--- src/rtl/pwp_pkg.sv ---
package pwp_pkg;
  typedef enum logic [3:0] {
    S_IDLE, S_UL1, S_UL2, S_PW_DATA, S_PW_BUSY, S_PW_STAT,
    S_VERIFY, S_LK_CMD, S_LK_BUSY, S_LK_WAIT, S_LK_VER
  } state_e;

  localparam logic [7:0] C_UL1     = 8'hAA;
  localparam logic [7:0] C_UL2     = 8'h55;
  localparam logic [7:0] C_PW_PROG = 8'h38;
  localparam logic [7:0] C_PW_VER  = 8'hC8;
  localparam logic [7:0] C_LK_PW   = 8'h60;
  localparam logic [7:0] C_LK_PS   = 8'h64;
  localparam logic [7:0] C_LK_GO   = 8'h68;
  localparam logic [7:0] C_LK_CHK  = 8'h48;
  localparam logic [7:0] C_RESET   = 8'hF0;
  localparam logic [7:0] C_EXIT    = 8'h90;
  localparam logic [11:0] A_UL1    = 12'h555;
  localparam logic [11:0] A_UL2    = 12'h2AA;
endpackage

--- src/rtl/pwp_timer.sv ---
module pwp_timer #(
  parameter int CYC = 18750
) (
  input  logic clk_i,
  input  logic rst_ni,
  input  logic load_i,
  input  logic run_i,
  output logic done_o
);
  localparam int CW = $clog2(CYC + 1);
  logic [CW-1:0] cnt_q;

  always_ff @(posedge clk_i or negedge rst_ni)
    if (!rst_ni)                     cnt_q <= '0;
    else if (load_i)                 cnt_q <= CW'(CYC - 1);
    else if (run_i && cnt_q != '0)   cnt_q <= cnt_q - 1'b1;

  assign done_o = (cnt_q == '0);
endmodule

--- src/rtl/pwp_store.sv ---
module pwp_store #(
  parameter int DW    = 16,
  parameter int PARTS = 4
) (
  input  logic                     clk_i,
  input  logic                     rst_ni,
  input  logic                     we_i,
  input  logic [$clog2(PARTS)-1:0] sel_i,
  input  logic [DW-1:0]            data_i,
  output logic [DW-1:0]            part_o,
  output logic                     raise_o,
  output logic [DW*PARTS-1:0]      pwd_o
);
  logic [DW-1:0] cell_q [PARTS];

  for (genvar g = 0; g < PARTS; g++) begin : g_part
    always_ff @(posedge clk_i or negedge rst_ni)
      if (!rst_ni)                               cell_q[g] <= '1;
      else if (we_i && sel_i == g[$clog2(PARTS)-1:0]) cell_q[g] <= cell_q[g] & data_i;
    assign pwd_o[g*DW +: DW] = cell_q[g];
  end

  assign part_o  = cell_q[sel_i];
  assign raise_o = |(data_i & ~cell_q[sel_i]);
endmodule

--- src/rtl/pwp_locks.sv ---
module pwp_locks (
  input  logic clk_i,
  input  logic rst_ni,
  input  logic set_pw_i,
  input  logic set_ps_i,
  output logic pw_o,
  output logic ps_o
);
  always_ff @(posedge clk_i or negedge rst_ni)
    if (!rst_ni) begin
      pw_o <= 1'b0;
      ps_o <= 1'b0;
    end else begin
      if (set_pw_i && !ps_o) pw_o <= 1'b1;
      if (set_ps_i && !pw_o) ps_o <= 1'b1;
    end
endmodule

--- src/rtl/pwp_ctrl.sv ---
module pwp_ctrl
  import pwp_pkg::*;
#(
  parameter int ADDR_W   = 12,
  parameter int DW       = 16,
  parameter int PROG_CYC = 18750
) (
  input  logic              clk_i,
  input  logic              rst_ni,
  input  logic              we_i,
  input  logic [ADDR_W-1:0] addr_i,
  input  logic [DW-1:0]     wdata_i,
  output logic [DW-1:0]     rdata_o,
  output logic              busy_o
);
  localparam int PARTS = 4;
  localparam int SW    = $clog2(PARTS);

  state_e state_q, state_d;
  logic err_q, err_d, sel_q, sel_d;
  logic pw_we, tmr_load, tmr_done, set_pw, set_ps;
  logic pw_lock, ps_lock, raise;
  logic [DW-1:0] part;
  logic [DW*PARTS-1:0] pwd;
  logic [7:0] code;
  logic at_ul1, at_ul2, leave;

  assign code   = wdata_i[7:0];
  assign at_ul1 = (addr_i == ADDR_W'(A_UL1));
  assign at_ul2 = (addr_i == ADDR_W'(A_UL2));
  assign leave  = (code == C_RESET) || (code == C_EXIT);
  assign busy_o = (state_q == S_PW_BUSY) || (state_q == S_LK_BUSY);

  pwp_timer #(.CYC(PROG_CYC)) u_tmr (
    .clk_i, .rst_ni, .load_i(tmr_load), .run_i(busy_o), .done_o(tmr_done)
  );

  pwp_store #(.DW(DW), .PARTS(PARTS)) u_store (
    .clk_i, .rst_ni, .we_i(pw_we), .sel_i(addr_i[SW-1:0]), .data_i(wdata_i),
    .part_o(part), .raise_o(raise), .pwd_o(pwd)
  );

  pwp_locks u_locks (
    .clk_i, .rst_ni, .set_pw_i(set_pw), .set_ps_i(set_ps),
    .pw_o(pw_lock), .ps_o(ps_lock)
  );

  always_comb begin
    state_d  = state_q;
    err_d    = err_q;
    sel_d    = sel_q;
    pw_we    = 1'b0;
    tmr_load = 1'b0;
    set_pw   = 1'b0;
    set_ps   = 1'b0;
    unique case (state_q)
      S_IDLE:    if (we_i && at_ul1 && code == C_UL1) state_d = S_UL1;
      S_UL1:     if (we_i) state_d = (at_ul2 && code == C_UL2) ? S_UL2 : S_IDLE;
      S_UL2: if (we_i) begin
        state_d = S_IDLE;
        if (at_ul1) begin
          case (code)
            C_PW_PROG: state_d = S_PW_DATA;
            C_PW_VER:  state_d = S_VERIFY;
            C_LK_PW:   begin state_d = S_LK_CMD; sel_d = 1'b0; end
            C_LK_PS:   begin state_d = S_LK_CMD; sel_d = 1'b1; end
            default:   state_d = S_IDLE;
          endcase
        end
      end
      S_PW_DATA: if (we_i) begin
        pw_we    = !pw_lock;
        err_d    = pw_lock || raise;
        tmr_load = 1'b1;
        state_d  = S_PW_BUSY;
      end
      S_PW_BUSY: if (tmr_done) state_d = S_PW_STAT;
      S_PW_STAT: if (we_i && code == C_RESET) state_d = S_IDLE;
      S_VERIFY:  if (we_i && leave) state_d = S_IDLE;
      S_LK_CMD: if (we_i) begin
        tmr_load = (code == C_LK_GO);
        state_d  = (code == C_LK_GO) ? S_LK_BUSY : S_IDLE;
      end
      S_LK_BUSY: if (tmr_done) begin
        set_pw  = !sel_q;
        set_ps  = sel_q;
        state_d = S_LK_WAIT;
      end
      S_LK_WAIT: if (we_i) state_d = (code == C_LK_CHK) ? S_LK_VER : S_IDLE;
      S_LK_VER: if (we_i) begin
        if (code == C_LK_GO) begin
          tmr_load = 1'b1;
          state_d  = S_LK_BUSY;
        end else if (leave) state_d = S_IDLE;
      end
      default: state_d = S_IDLE;
    endcase
  end

  always_ff @(posedge clk_i or negedge rst_ni)
    if (!rst_ni) begin
      state_q <= S_IDLE;
      err_q   <= 1'b0;
      sel_q   <= 1'b0;
    end else begin
      state_q <= state_d;
      err_q   <= err_d;
      sel_q   <= sel_d;
    end

  always_comb begin
    rdata_o = '0;
    case (state_q)
      S_PW_STAT: begin
        rdata_o[7] = 1'b1;
        rdata_o[5] = err_q;
      end
      S_VERIFY:  rdata_o = pw_lock ? '1 : part;
      S_LK_VER:  rdata_o[0] = sel_q ? ps_lock : pw_lock;
      default:   rdata_o = '0;
    endcase
  end
endmodule

--- config.mk ---
export PLATFORM = sky130hd
export DESIGN_NAME = pwp_ctrl
export DESIGN_NICKNAME = d
export VERILOG_FILES = /design/src/rtl/pwp_pkg.sv /design/src/rtl/pwp_timer.sv /design/src/rtl/pwp_store.sv /design/src/rtl/pwp_locks.sv /design/src/rtl/pwp_ctrl.sv
export SDC_FILE = /design/constraint.sdc
export NUM_CORES = 1
export LEC_CHECK = 0
export BUFFER_PORTS_ARGS = -buffer_cell sky130_fd_sc_hd__buf_2
export CAP_MARGIN = 30
export CORE_ASPECT_RATIO = 0.6
export CORE_UTILIZATION = 54
export DETAILED_ROUTE_END_ITERATION = 10
export MAX_ROUTING_LAYER = met4
export PLACE_DENSITY = 0.85
export RECOVER_POWER = 100
export SLEW_MARGIN = 20
export SYNTH_ARGS = -nofsm -noshare
export SYNTH_HDL_FRONTEND = slang
export SYNTH_SLANG_ARGS = --single-unit
--- constraint.sdc ---
create_clock -name clk_i -period 5 [get_ports clk_i]
set_input_delay 1.25 -clock clk_i [delete_from_list [all_inputs] [get_ports clk_i]]
set_output_delay 1.25 -clock clk_i [all_outputs]
set_load 0.02 [all_outputs]
==> results.txt, run 1 <==
achievable frequency: 242 MHz
CTS tree: done
Ys Warns: 0
post-route setup TNS: 0 ns
total wire length: 11500 um
critical path class: in -> out
Reg clk slew, reported paths: 0.06 ns
post-synth top area share: 36.4%
Max Cap Violations: 1
net count after synthesis: 446
CP arrival: 2.89 ns
Startpoint Class: primary input
die extent in x: 121 um
CP required: 3.75 ns
Tmin final: 4.14 ns
clk_lat worst skew: 0.34 ns
hold-fix buffers at CTS: 0
switching power: 0.543 mW
fin crit share: 82.7%
top cells by count, synth: 74 x o21a_1, 64 x dfstp_2, 23 x dfrtp_1, 19 x clkbuf_1, 16 x inv_1
pin count of the biggest net entering global routing: 50
Core Area: 8070 um2
total track usage: 29.6%
cell area after synthesis: 4620 um2
R2R depth: 5
leading area contributor after synthesis: dfstp_2
largest cells by area after synthesis: dfstp_2 36%, dfrtp_1 12%, o21a_1 12%
DR iter-0 viols: 382
Worst Tran Pin Value: 2.59 ns
sequential share of the synthesized area: 48.8%
DRT antenna net count: 0
Ports: 48
synth unique cells: 64
Cell Pwr Density: 364 nW/um2
die height: 73.7 um
cell with the most instances after synthesis: o21a_1
r2r setup slk: 1.92 ns
status: finished, violations left
CTS HTree Levels: 3
drt wl/cell: 20.6 um
total iterations of the first detailed-routing run: 5
crit path max fanout: 28
final RePlAce weighted congestion: 0.919
total power: 1.88 mW
vias per std cell: 6.56
Bufs on Longest Clock Path: 2
Mean Syn Cell Area: 11.2 um2
Post-synth EDFFs: 0
root buffer cell: clkbuf_16
number of global-route vias before repair: 3652
Worst Setup End Kind: output pin
CTS buffer count: 9
fin. max-slew vios: 50
Hold Crit Depth: 1
Area growth syn-to-layout: 11.6%
failing checks: max-capacitance violations, max-slew violations
Reg power frac: 44.4%
asr flop ratio synth: 100%
total gr overflow: 0
dpl hpwl: 7810 um
Rows: 25
headroom to the max-slew limit: -72.6%
RSZ-0062 raised after global routing: false
port buffer count: 47
initial core utilization: 57.3%
Logic pwr share: 17.1%
ant diodes: 0
layout cell share with drive strength beyond 1: 26.9%
Mapped Cells: 413
min-delay worst type: reg -> reg
fin util: 63.9%
Primary FF master, synth: dfstp_2
Yosys reg bits: 87
Final #Nets: 478
initial antenna violation count: 0
post-CTS setup buffers: 0
first-pass GRT wire length: 19000 um
switch share: 29.0%
Post-CTS Resized: 0
Setup Viol. Count Final: 0
placed cell area: 4910 um2
Clock power frac: 38.4%
# DRC: 0
DR vias: 3659
Leak: 1.93 nW
clock sink count: 87
Layout Skew: 0.00349 ns
final non-filler cell area: 5160 um2
Max IR drop VDD: 0.000208 V
total die area: 8950 um2
final hold vios: 0
Power Internal: 1.33 mW
cell families (layout without fill, tap and decap cells):
| logic type | count (synthesis) | after routing | synth area share, % |
|---|---|---|---|
| adder cells (fa/ha/maj) | 2 | 2 | 0.541 |
| AO/OA/AOI/OAI | 143 | 143 | 22.4 |
| buffers and inverters | 44 | 81 | 3.84 |
| flip-flops | 87 | 87 | 48.8 |
| AND/OR/NAND/NOR | 103 | 103 | 14.3 |
| XOR/XNOR | 5 | 5 | 0.947 |
| multiplexers | 29 | 29 | 9.17 |
metrics by stage:
| stage | instances | hold slack (ns) | worst slack (ns) |
|---|---|---|---|
| after global placement | 541 | 0.443 | 0.894 |
| after floorplan | 413 | 0.438 | 0.865 |
| after global routing | 558 | 0.466 | 0.693 |
| final | 558 | 0.453 | 0.864 |
| after detailed placement | 542 | 0.447 | 0.871 |
| after CTS | 558 | 0.456 | 0.867 |
worst max-delay path: stages:
cell	delay, ns
buf_2	0.58
mux2_1	0.40
nor2_1	0.09
a21oi_1	0.05
o21ai_0	0.23
nand2_1	0.08
clkbuf_1	0.17
registers in the layout, indices dropped and copies added (netlist names):
register / flops
u_store.pwd_o: 64
u_locks.ps_o: 1
u_locks.pw_o: 1
state_q: 4
sel_q: 1
u_tmr.cnt_q: 15
err_q: 1
cell usage in the layout, fill, tap and decap left out, drive strengths merged, types with 6 or more instances in the layout:
cell	instances
o21a	74
dfstp	64
clkbuf	33
buf	29
dfrtp	23
inv	17
o21ai	16
a21oi	15
nor2	13
mux2i	12
nand2	10
mux4	10
nand3	10
nand4	8
mux2	7
nor3	6
or3	6
nor4	6
nor4b	6
o22ai	6
nor3b	6
or4	6
layer usage:
metal  track usage (%)  vias up  wire length, um
met5                 -        -                0
met4              7.82        0              204
met3              8.39       20              846
met2              43.6      139             5160
met1              40.4     1868             5310
li1                  -     1632                -
power groups by stage:
stage | clock (mW) | combinational [mW] | sequential [mW]
finish | 0.721 | 0.322 | 0.833
global route | 0.762 | 0.354 | 0.842
CTS | 0.729 | 0.332 | 0.831
detailed placement | 0 | 0.329 | 0.841
global placement | 0 | 0.309 | 0.838
floorplan | 0 | 0.254 | 0.806
final cells by class:
| class | instances | area (um2) |
|---|---|---|
| fill | 644 | 2910 |
| sequential | 87 | 2260 |
| multi-input combinational | 282 | 2160 |
| clock buffer | 13 | 250 |
| timing repair buffer | 49 | 225 |
| tap | 108 | 135 |
| clock inverter | 3 | 66.3 |
| inverter | 16 | 60.1 |
final timing paths:
kind                                        start           endpoint
min in group asynchronous                  rst_ni              err_q
max in group asynchronous                  rst_ni  u_store.pwd_o[60]
worst max-delay path                    addr_i[0]         rdata_o[7]
worst min register to register  u_store.pwd_o[41]  u_store.pwd_o[41]
worst max register to register         state_q[3]    u_tmr.cnt_q[12]
worst min-delay path            u_store.pwd_o[41]  u_store.pwd_o[41]
No activity file was read; power rests on OpenSTA's default activity.
==> run 2: changes to the inputs <==
- CORE_UTILIZATION: 54 -> 53
- PLACE_DENSITY: 0.85 -> 0.87
- clock period: 5 -> 3.4 ns (I/O delays scaled with it)
==> results.txt, run 2 (synthesis results as in run 1) <==
Setup Viol. Count Final: 0
clock sink count: 87
DR vias: 3707
headroom to the max-slew limit: -13.6%
post-route setup TNS: 0 ns
fin. max-slew vios: 34
CTS HTree Levels: 3
Tmin final: 3.26 ns
Worst Setup End Kind: output pin
CTS tree: done
hold wc startpoint: u_store.pwd_o[50]
Max Cap Violations: 1
number of global-route vias before repair: 3552
Largest register FFs: 64
min-delay worst type: reg -> reg
port buffer count: 47
layout cell share with drive strength beyond 1: 28.1%
post-CTS setup buffers: 0
CTS buffer count: 9
Leak: 1.96 nW
Reg clk slew, reported paths: 0.06 ns
Rows: 25
Startpoint Class: primary input
most frequent cells in the layout: 74 x o21a_1, 64 x dfstp_2, 28 x buf_2, 25 x clkbuf_1, 23 x dfrtp_1
total track usage: 28.2%
Cell Pwr Density: 518 nW/um2
dpl hpwl: 8070 um
achievable frequency: 307 MHz
R2R Path End: u_tmr.cnt_q[12]
drt wl/cell: 19.7 um
Max IR drop VDD: 0.000317 V
Ports: 48
Hold Crit Depth: 1
Final #Nets: 491
Core Area: 8160 um2
vias per std cell: 6.49
total die area: 9110 um2
CP required: 2.55 ns
pin count of the biggest net entering global routing: 79
root buffer cell: clkbuf_16
R2R depth: 6
clk_lat worst skew: 0.34 ns
final hold vios: 0
Worst Tran Pin Value: 1.70 ns
Bufs on Longest Clock Path: 2
Layout Skew: 0.00450 ns
failing checks: max-capacitance violations, max-slew violations
total gr overflow: 0
Post-CTS Resized: 0
total wire length: 11300 um
initial core utilization: 56.6%
crit path max fanout: 19
r2r setup slk: 0.24 ns
fin crit share: 95.8%
DR iter-0 viols: 400
hold-fix buffers at CTS: 0
Hold EP: u_store.pwd_o[50]
r2r startpoint: state_q[2]
fillers: 638
RSZ-0062 raised after global routing: false
status: finished, violations left
CP arrival: 2.41 ns
DRT antenna net count: 0
ant diodes: 0
initial antenna violation count: 0
# DRC: 0
die extent in x: 123 um
most common cell after layout, fill and taps aside: o21a_1
Area growth syn-to-layout: 12.8%
die height: 74.3 um
total iterations of the first detailed-routing run: 5
first-pass GRT wire length: 18400 um
critical path class: in -> out
final RePlAce weighted congestion: 0.942
fin util: 63.9%
[run 2: cell type report]
type | count | area [um2] | share of cell area (%)
clock buffer | 12 | 246 | 4.73
clock inverter | 4 | 52.6 | 1.01
inverter | 16 | 60.1 | 1.15
multi-input combinational | 282 | 2160 | 41.5
sequential | 87 | 2260 | 43.3
tap | 108 | 135 | 2.59
timing repair buffer | 62 | 299 | 5.74
[run 2: power by group]
part           total [mW]  internal (mW)  switching [mW]
clock network       0.998          0.593           0.405
registers            1.18           1.11          0.0710
logic               0.520          0.194           0.326
[run 2: per-layer routing]
layer / global-route usage [%] / share of wire [%]
met4: 8.13 / 1.1
met3: 6.75 / 7.2
met2: 39.6 / 43
met1: 40.6 / 49
met5: - / 0
[run 2: worst max path at each step]
stage	endpoint	start
after detailed placement	rdata_o[11]	addr_i[0]
final	rdata_o[11]	addr_i[0]
after CTS	rdata_o[11]	addr_i[0]
after global routing	u_store.pwd_o[44]	rst_ni
after floorplan	rdata_o[6]	addr_i[1]
after global placement	rdata_o[11]	addr_i[0]
[run 2: critical path: stages]
cell,delay (ns)
buf_2,0.42
buf_4,0.30
mux2_1,0.36
nor2_1,0.10
a21oi_1,0.05
o21a_1,0.17
clkbuf_2,0.15
[run 2: through the flow]
stage                     setup slack, ns  power, mW  cells  cell area, um2  hold slack [ns]
after floorplan                    0.0652       1.56    413            4620            0.438
after global placement              0.153       1.71    554            4980            0.443
after detailed placement            0.119       1.74    554            4980            0.448
after CTS                           0.119       2.73    570            5280            0.457
after global routing               0.0274       2.81    571            5210            0.463
final                               0.142       2.70    571            5210            0.455
==> run 3: changes to the inputs <==
- clock period: 3.4 -> 2.6 ns (I/O delays scaled with it)
==> results.txt, run 3 (synthesis results as in run 1) <==
Max IR drop VDD: 0.000394 V
final RePlAce weighted congestion: 0.919
total gr overflow: 0
Hold EP: u_store.pwd_o[46]
switching power: 1.11 mW
crit path max fanout: 15
clock sink count: 87
Final #Nets: 514
Power Internal: 2.53 mW
Layout Skew: 0.00532 ns
Inst Count DP: 578
achievable frequency: 394 MHz
vias per std cell: 6.53
pin count of the biggest net entering global routing: 47
Reg clk slew, reported paths: 0.06 ns
switch share: 30.6%
Core Area: 8160 um2
Reg power frac: 42.8%
most common cell after layout, fill and taps aside: o21a_1
Largest register FFs: 64
DRT antenna net count: 0
Area growth syn-to-layout: 17.5%
final non-filler cell area: 5430 um2
Multi-input gate area: 2180 um2
Cell Pwr Density: 670 nW/um2
total wire length: 12400 um
Logic pwr share: 21.4%
ant diodes: 0
CTS tree: done
Worst Setup End Kind: output pin
final std cells w/o fill: 593
placed cell area: 5190 um2
initial core utilization: 56.6%
DR vias: 3872
Tmin final: 2.54 ns
total die area: 9110 um2
hold wc startpoint: u_store.pwd_o[46]
Hold Crit Depth: 1
Max Cap Violations: 0
fin. max-slew vios: 0
Bufs on Longest Clock Path: 2
number of global-route vias before repair: 3825
total iterations of the first detailed-routing run: 5
status: complete, no violations
r2r startpoint: u_tmr.cnt_q[6]
headroom to the max-slew limit: 23.6%
CTS buffer count: 9
FF/Latch Area: 2260 um2
Rows: 25
R2R Path End: u_tmr.cnt_q[4]
CP required: 1.95 ns
initial antenna violation count: 0
Worst Tran Pin Value: 1.15 ns
Startpoint Class: primary input
total track usage: 30.8%
critical path class: in -> out
drt wl/cell: 20.9 um
most frequent cells in the layout: 74 x o21a_1, 64 x dfstp_2, 43 x buf_2, 24 x buf_4, 23 x dfrtp_1
Ports: 48
# DRC: 0
first-pass GRT wire length: 20100 um
clk_lat worst skew: 0.34 ns
hold-fix buffers at CTS: 0
Leak: 2.14 nW
die height: 74.3 um
fin crit share: 97.7%
CP arrival: 1.89 ns
Setup Viol. Count Final: 0
crit-path max cell delay: 0.38 ns
crit-path cells: buf_6, mux2_1, nor2_1, a21oi_1, o21ai_0, nand2_1, buf_2
dpl hpwl: 8820 um
CP max-delay cell: mux2_1
fillers: 620
fin util: 66.6%
layout cell share with drive strength beyond 1: 34.6%
Clock power frac: 35.8%
root buffer cell: clkbuf_16
min-delay worst type: reg -> reg
CTS HTree Levels: 3
final hold vios: 0
die extent in x: 123 um
port buffer count: 47
post-CTS setup buffers: 0
R2R depth: 7
DR iter-0 viols: 424
r2r setup slk: 0.17 ns
-- run 3: worst max-delay path by stage --
stage,start,endpoint,slack (ns),cells after the start
finish,addr_i[0],rdata_o[7],0.06,7
global placement,addr_i[0],rdata_o[12],-0.18,6
CTS,addr_i[1],rdata_o[1],0.05,5
detailed placement,addr_i[0],rdata_o[13],-0.19,7
floorplan,addr_i[0],rdata_o[5],0.05,5
global route,addr_i[0],rdata_o[12],-0.0008,6
-- run 3: power by group through the flow --
stage / Clock (mW) / Sequential [mW] / Combinational, mW
after CTS: 1.32 / 1.55 / 0.783
after detailed placement: 0 / 1.57 / 0.764
after global placement: 0 / 1.56 / 0.731
after global routing: 1.38 / 1.57 / 0.841
final: 1.30 / 1.56 / 0.777
after floorplan: 0 / 1.55 / 0.490
-- run 3: final cells by class --
type | count | area share (%)
clock buffer | 11 | 4.47
clock inverter | 4 | 1.01
sequential | 87 | 41.5
tap | 108 | 2.49
timing repair buffer | 85 | 9.26
inverter | 16 | 1.11
multi-input combinational | 282 | 40.1
-- run 3: stage by stage --
stage / hold slack [ns] / power [mW] / TNS [ns] / worst slack, ns
2_1_floorplan: 0.354 / 2.04 / 0 / 0.0458
3_3_place_gp: 0.443 / 2.29 / -0.859 / -0.175
3_5_place_dp: 0.447 / 2.34 / -1.30 / -0.193
4_1_cts: 0.335 / 3.66 / 0 / 0.0458
5_1_grt: 0.465 / 3.79 / -0.000837 / -0.000837
6_report: 0.454 / 3.64 / 0 / 0.0607
-- run 3: worst max-delay path: cells and delay by family --
| kind | cells | cell delay, ns |
|---|---|---|
| muxes | 1 | 0.38 |
| buffers and inverters | 2 | 0.37 |
| AOI/OAI and AO/OA | 2 | 0.27 |
| and+or+nand+nor | 2 | 0.21 |
-- run 3: what timing repair did --
item	in CTS	in global routing
hold endpoints to repair	0	0
resized for setup	2	2
endpoints found under the setup margin	14	3
-- run 3: per-layer routing --
metal | global-route usage, % | routed length [um] | vias to the layer above
met5 | - | 0 | -
met4 | 9.49 | 167 | 0
met3 | 9.43 | 1380 | 16
met2 | 45.7 | 5580 | 220
met1 | 40.7 | 5280 | 1932
li1 | - | - | 1704
